## config.mk

```make
export PLATFORM = sky130hd
export DESIGN_NAME = lfb_snoop_responder
export DESIGN_NICKNAME = d
export VERILOG_FILES = /design/src/rtl/lfb_snoop_pkg.sv /design/src/rtl/lfb_line_match.sv /design/src/rtl/lfb_snoop_capture.sv /design/src/rtl/lfb_state_resolve.sv /design/src/rtl/lfb_snoop_responder.sv
export SDC_FILE = /design/constraint.sdc
export NUM_CORES = 1
export LEC_CHECK = 0
export BUFFER_PORTS_ARGS = -buffer_cell sky130_fd_sc_hd__buf_2
export CAP_MARGIN = 10
export CORE_UTILIZATION = 50
export CTS_BUF_LIST = sky130_fd_sc_hd__clkbuf_4 sky130_fd_sc_hd__clkbuf_8
export CTS_CLUSTER_SIZE = 12
export DETAILED_ROUTE_END_ITERATION = 16
export PLACE_DENSITY = 0.85
export SYNTH_ARGS = -nofsm -noshare
export SYNTH_HDL_FRONTEND = slang
export SYNTH_SLANG_ARGS = --single-unit
```

## constraint.sdc

```tcl
create_clock -name clk -period 2.3 [get_ports clk]
set_input_delay 0.115 -clock clk [delete_from_list [all_inputs] [get_ports clk]]
set_output_delay 0.115 -clock clk [all_outputs]
set_load 0.02 [all_outputs]
```

## src/rtl/lfb_snoop_pkg.sv

```systemverilog
package lfb_snoop_pkg;

  typedef enum logic [1:0] {
    LS_INVALID   = 2'b00,
    LS_SHARED    = 2'b01,
    LS_EXCLUSIVE = 2'b10,
    LS_MODIFIED  = 2'b11
  } line_state_t;

  typedef enum logic [1:0] {
    PH_IDLE = 2'b00,
    PH_FILL = 2'b01,
    PH_HOLD = 2'b10
  } phase_t;

  typedef struct packed {
    logic treat_hit;
    logic inv;
  } snoop_ctx_t;

  typedef struct packed {
    logic en;
    logic wb;
    logic pwt;
  } cache_attr_t;

endpackage

```

## src/rtl/lfb_line_match.sv

```systemverilog
module lfb_line_match #(
  parameter int ADDR_W     = 32,
  parameter int LINE_OFS_W = 5
) (
  input  logic              clk,
  input  logic              rst,
  input  logic              load,
  input  logic [ADDR_W-1:0] load_addr,
  input  logic [ADDR_W-1:0] probe_addr,
  output logic              match
);
  localparam logic [ADDR_W-1:0] TAG_MASK = ~((ADDR_W)'((64'd1 << LINE_OFS_W) - 64'd1));

  logic [ADDR_W-1:0] line_q;
  logic [ADDR_W-1:0] diff;

  always_ff @(posedge clk) begin
    if (rst) line_q <= '0;
    else if (load) line_q <= load_addr;
  end

  assign diff  = (line_q ^ probe_addr) & TAG_MASK;
  assign match = (diff == '0);
endmodule

```

## src/rtl/lfb_snoop_capture.sv

```systemverilog
module lfb_snoop_capture
  import lfb_snoop_pkg::*;
(
  input  logic       clk,
  input  logic       rst,
  input  logic       cap_en,
  input  logic       mode_hit,
  input  logic       inv_req,
  output snoop_ctx_t ctx
);
  always_ff @(posedge clk) begin
    if (rst) begin
      ctx <= '0;
    end else if (cap_en) begin
      ctx.treat_hit <= mode_hit;
      ctx.inv       <= inv_req;
    end
  end
endmodule

```

## src/rtl/lfb_state_resolve.sv

```systemverilog
module lfb_state_resolve
  import lfb_snoop_pkg::*;
(
  input  snoop_ctx_t  ctx,
  input  cache_attr_t attr,
  output line_state_t next_state
);
  always_comb begin
    if (ctx.treat_hit) begin
      next_state = ctx.inv ? LS_INVALID : LS_SHARED;
    end else if (!attr.en) begin
      next_state = LS_INVALID;
    end else if (attr.wb && !attr.pwt) begin
      next_state = LS_EXCLUSIVE;
    end else begin
      next_state = LS_SHARED;
    end
  end
endmodule

```

## src/rtl/lfb_snoop_responder.sv

```systemverilog
module lfb_snoop_responder
  import lfb_snoop_pkg::*;
#(
  parameter int ADDR_W     = 32,
  parameter int LINE_OFS_W = 5
) (
  input  logic              clk,
  input  logic              rst,
  input  logic              fill_start,
  input  logic [ADDR_W-1:0] fill_addr,
  input  logic              fill_end,
  input  logic              snoop_strobe,
  input  logic [ADDR_W-1:0] snoop_addr,
  input  logic              snoop_inv,
  input  logic              fill_progress_hit,
  input  logic              cache_en,
  input  logic              wb_sel,
  input  logic              page_wt,
  input  logic              backoff,
  input  logic              addr_hold,
  output logic              snoop_hit,
  output logic              restart_pulse,
  output logic [1:0]        line_state
);
  phase_t      phase_q;
  logic        line_hit;
  logic        take_snoop;
  logic        bus_free;
  snoop_ctx_t  ctx;
  cache_attr_t attr;
  line_state_t resolved;
  logic        hit_q;
  logic        pulse_q;
  line_state_t state_q;

  assign take_snoop = (phase_q == PH_FILL) && snoop_strobe && line_hit;
  assign bus_free   = !backoff && !addr_hold;
  assign attr       = '{en: cache_en, wb: wb_sel, pwt: page_wt};

  lfb_line_match #(
    .ADDR_W    (ADDR_W),
    .LINE_OFS_W(LINE_OFS_W)
  ) match_i (
    .clk       (clk),
    .rst       (rst),
    .load      ((phase_q == PH_IDLE) && fill_start),
    .load_addr (fill_addr),
    .probe_addr(snoop_addr),
    .match     (line_hit)
  );

  lfb_snoop_capture capture_i (
    .clk     (clk),
    .rst     (rst),
    .cap_en  (take_snoop),
    .mode_hit(fill_progress_hit),
    .inv_req (snoop_inv),
    .ctx     (ctx)
  );

  lfb_state_resolve resolve_i (
    .ctx       (ctx),
    .attr      (attr),
    .next_state(resolved)
  );

  always_ff @(posedge clk) begin
    if (rst) begin
      phase_q <= PH_IDLE;
      hit_q   <= 1'b0;
      pulse_q <= 1'b0;
      state_q <= LS_INVALID;
    end else begin
      pulse_q <= 1'b0;
      unique case (phase_q)
        PH_IDLE: if (fill_start) phase_q <= PH_FILL;
        PH_FILL: begin
          if (take_snoop) begin
            phase_q <= PH_HOLD;
            hit_q   <= fill_progress_hit;
          end else if (fill_end) begin
            phase_q <= PH_IDLE;
          end
        end
        PH_HOLD: begin
          if (bus_free) begin
            phase_q <= PH_IDLE;
            hit_q   <= 1'b0;
            pulse_q <= 1'b1;
            state_q <= resolved;
          end
        end
        default: phase_q <= PH_IDLE;
      endcase
    end
  end

  assign snoop_hit     = hit_q;
  assign restart_pulse = pulse_q;
  assign line_state    = state_q;
endmodule

```

==> results.yml <==
run_status:
  run_status: "finished clean"
clock_network:
  cts-buffers-inserted: 5
  postCtsSetupRepairBufs: 0
  insertion_delay_ns: 0.33
  htreeDepth: 2
  clk_path_buf_depth: 2
  clk_pin_slew_worst_paths_ns: 0.11
  cts.sink_count: 35
  cts-root-buf: "clkbuf_4"
  cts_tree: "built"
  cts_resized: 0
power:
  finalPower_uw: 1180
  pwr_density_cell_mw_per_mm2: 572
  leakagePower_uw: 0.000936
  vdd_drop_max_mv: 0.365
sta:
  fin_crit_sh: 0.750
  skew_ns: 0.0156
  worst_slack_ns: 0.575
  slew_viol_final: 0
  setup_viol: 0
  fin_crit_ns: 1.72
  hold_ws_ns: 0.00711
  hold_violations: 0
  tns_ns: 0
  max_freq_mhz: 580
  rsz0062_at_grt: "no"
  slew_headroom: 0.417
  worst_pin_slew_ns: 0.872
setup_path:
  end_kind: "flip-flop"
  critical_path_class: "reg -> reg"
  setup.worst_path.start: "match_i.line_q[13]"
  worst_ep_arrival_time_ns: 1.98
  critPathLaunchType: "flip-flop"
  r2r_end: "snoop_hit"
  rrSetupSlack_ns: 0.58
  worst_ep_required_time_ns: 2.56
  critical_path.max_fanout: 5
  r2r_start: "match_i.line_q[13]"
  worstRegToRegCells: 5
detailed_routing:
  detail_route.first_pass.iterations: 4
  drc_errors: 0
  num_vias: 1484
  wirelength_um: 3450
  viasPerCell: 4.83
  wire_per_inst_um: 11.2
  ant_nets: 0
  drt_iter0_drc: 52
placed_design:
  routabilityCongestion: 0.736
  io_buffers: 69
  pre_cts_slack_ns: 0.576
  hpwlAfterDp_um: 2460
logic_synthesis:
  synth_top_family_by_area: "simple AND/OR/NAND/NOR gates"
  synthMuxAreaShare: 0.0382
  synthAdderAreaFrac: 0
  synth_compound_area_frac: 0.0955
  synth_nets: 267
  yosysWarnings: 0
  seq_area_frac_synth: 0.446
  synthTopCellsByCount: "nand2_1 (57), dfxtp_1 (35), a21oi_1 (28), xor2_1 (15), xnor2_1 (12)"
  ys_types: 19
  async_reset_ff_frac: 0
  synth-simple-area-share: 0.243
  yosys-top-cells-area: "dfxtp_1 (45%), nand2_1 (14%), a21oi_1 (8.9%)"
  yosysTopAreaCell: "dfxtp_1"
  synth_xor_area_frac: 0.150
  synth.cell_area_mm2: 0.00157
  synth_area_per_cell_um2: 8.23
  synthFlopType: "dfxtp_1"
  synth_seq_cells: 35
  yosys.cell_count.top_type: "nand2_1"
  synth_cells: 191
  synth_top_area_share: 0.446
  synth-edff-count: 0
min_path:
  hp-start: "fill_addr[15]"
  whs_path_depth: 3
  worstHoldPathType: "in -> reg"
  hold_path_end: "match_i.line_q[15]"
floorplan:
  pin_count: 80
  die_h_um: 58.1
  start_util: 0.547
  core_area_mm2: 0.00288
  die-area_mm2: 0.00337
  dieWidth_um: 58.1
  std_cell_rows: 19
job:
  cap_violations: 0
global_routing:
  gr-total-overflow: 0
  grt_max_degree: 38
  antenna_found_initial: 0
  grt_pass1_wl_um: 5380
  grt_usage: 0.211
  grt_pass1_vias: 1323
cells_and_area:
  num-fill-cells: 263
  areaGrowthSynthToFinish_pct: 30.9
  post_route_cells_drive_above_1_share: 0.298
  nets: 341
  num_antenna_cells: 0
[where the power goes]
group	total [µW]	internal (µW)	switching [µW]
registers	654	635	19.1
logic	188	98.2	89.8
clock network	335	142	194
[what timing repair did]
| action | CTS | global route |
|---|---|---|
| hold buffers | 4 | 2 |
| endpoints found under the setup margin | 0 | 0 |
| endpoints found under the hold margin | 4 | 2 |
[worst max path at each step]
stage / slack (ns) / endpoint
6_report: 0.58 / snoop_hit
5_1_grt: 0.42 / snoop_hit
4_1_cts: 0.56 / snoop_hit
3_5_place_dp: 0.58 / capture_i.ctx[1]
3_3_place_gp: 0.60 / snoop_hit
2_1_floorplan: 0.87 / capture_i.ctx[0]
[layout by cell type (no fill, tap or decap), drive strengths merged]
| cell | count |
|---|---|
| a21oi | 28 |
| and2 | 1 |
| buf | 70 |
| clkbuf | 6 |
| clkinv | 1 |
| dfxtp | 35 |
| dlygate4sd3 | 6 |
| inv | 2 |
| mux2i | 6 |
| nand2 | 57 |
| nand2b | 4 |
| nand3b | 3 |
| nand4 | 4 |
| nor2 | 5 |
| nor2b | 2 |
| nor4 | 7 |
| o21ba | 1 |
| xnor2 | 12 |
| xor2 | 15 |
[metrics by stage]
step	utilization	instance area (µm²)	instances
finish	0.716	2060	307
global route	0.716	2060	307
CTS	0.709	2040	305
detailed placement	0.676	1940	294
global placement	0.676	1940	294
floorplan	-	1570	191
[kinds of logic after synthesis]
kind of cell              Yosys count
and+or+nand+nor                    83
DFF                                35
AOI/OAI and AO/OA                  29
xor gates and xnor gates           27
buffers and inverters              11
muxes                               6
[layout make-up]
cell class | instances | area, µm² | area share
inverters | 2 | 7.51 | 0.00365
clock buffers | 6 | 51.3 | 0.0249
well taps | 42 | 52.6 | 0.0255
multi-input cells | 145 | 830 | 0.403
flip-flops and latches | 35 | 701 | 0.340
repair buffers | 76 | 413 | 0.200
clock inverters | 1 | 5.00 | 0.00243
[state kept, by name, summed over array words and instances (netlist names)]
register and flops:
line_state 2, snoop_hit 1, phase_q 2, capture_i.ctx 2
restart_pulse 1, match_i.line_q 27
[per-layer routing]
layer  global-route usage  vias up  wire [µm]
li1                     -      774          -
met1                0.239      655       1510
met2                0.365       48       1730
met3               0.0491        7        151
met4                0.112        0         64
met5                    0        -          0
[critical path, stage by stage, from the launching register on]
cell,delay [ns]
dfxtp_1,0.34
xor2_1,0.16
nor4_1,0.37
nand4_1,0.20
nor4_4,0.35
mux2i_1,0.23
Note: power is estimated with default switching activity, not from simulation.
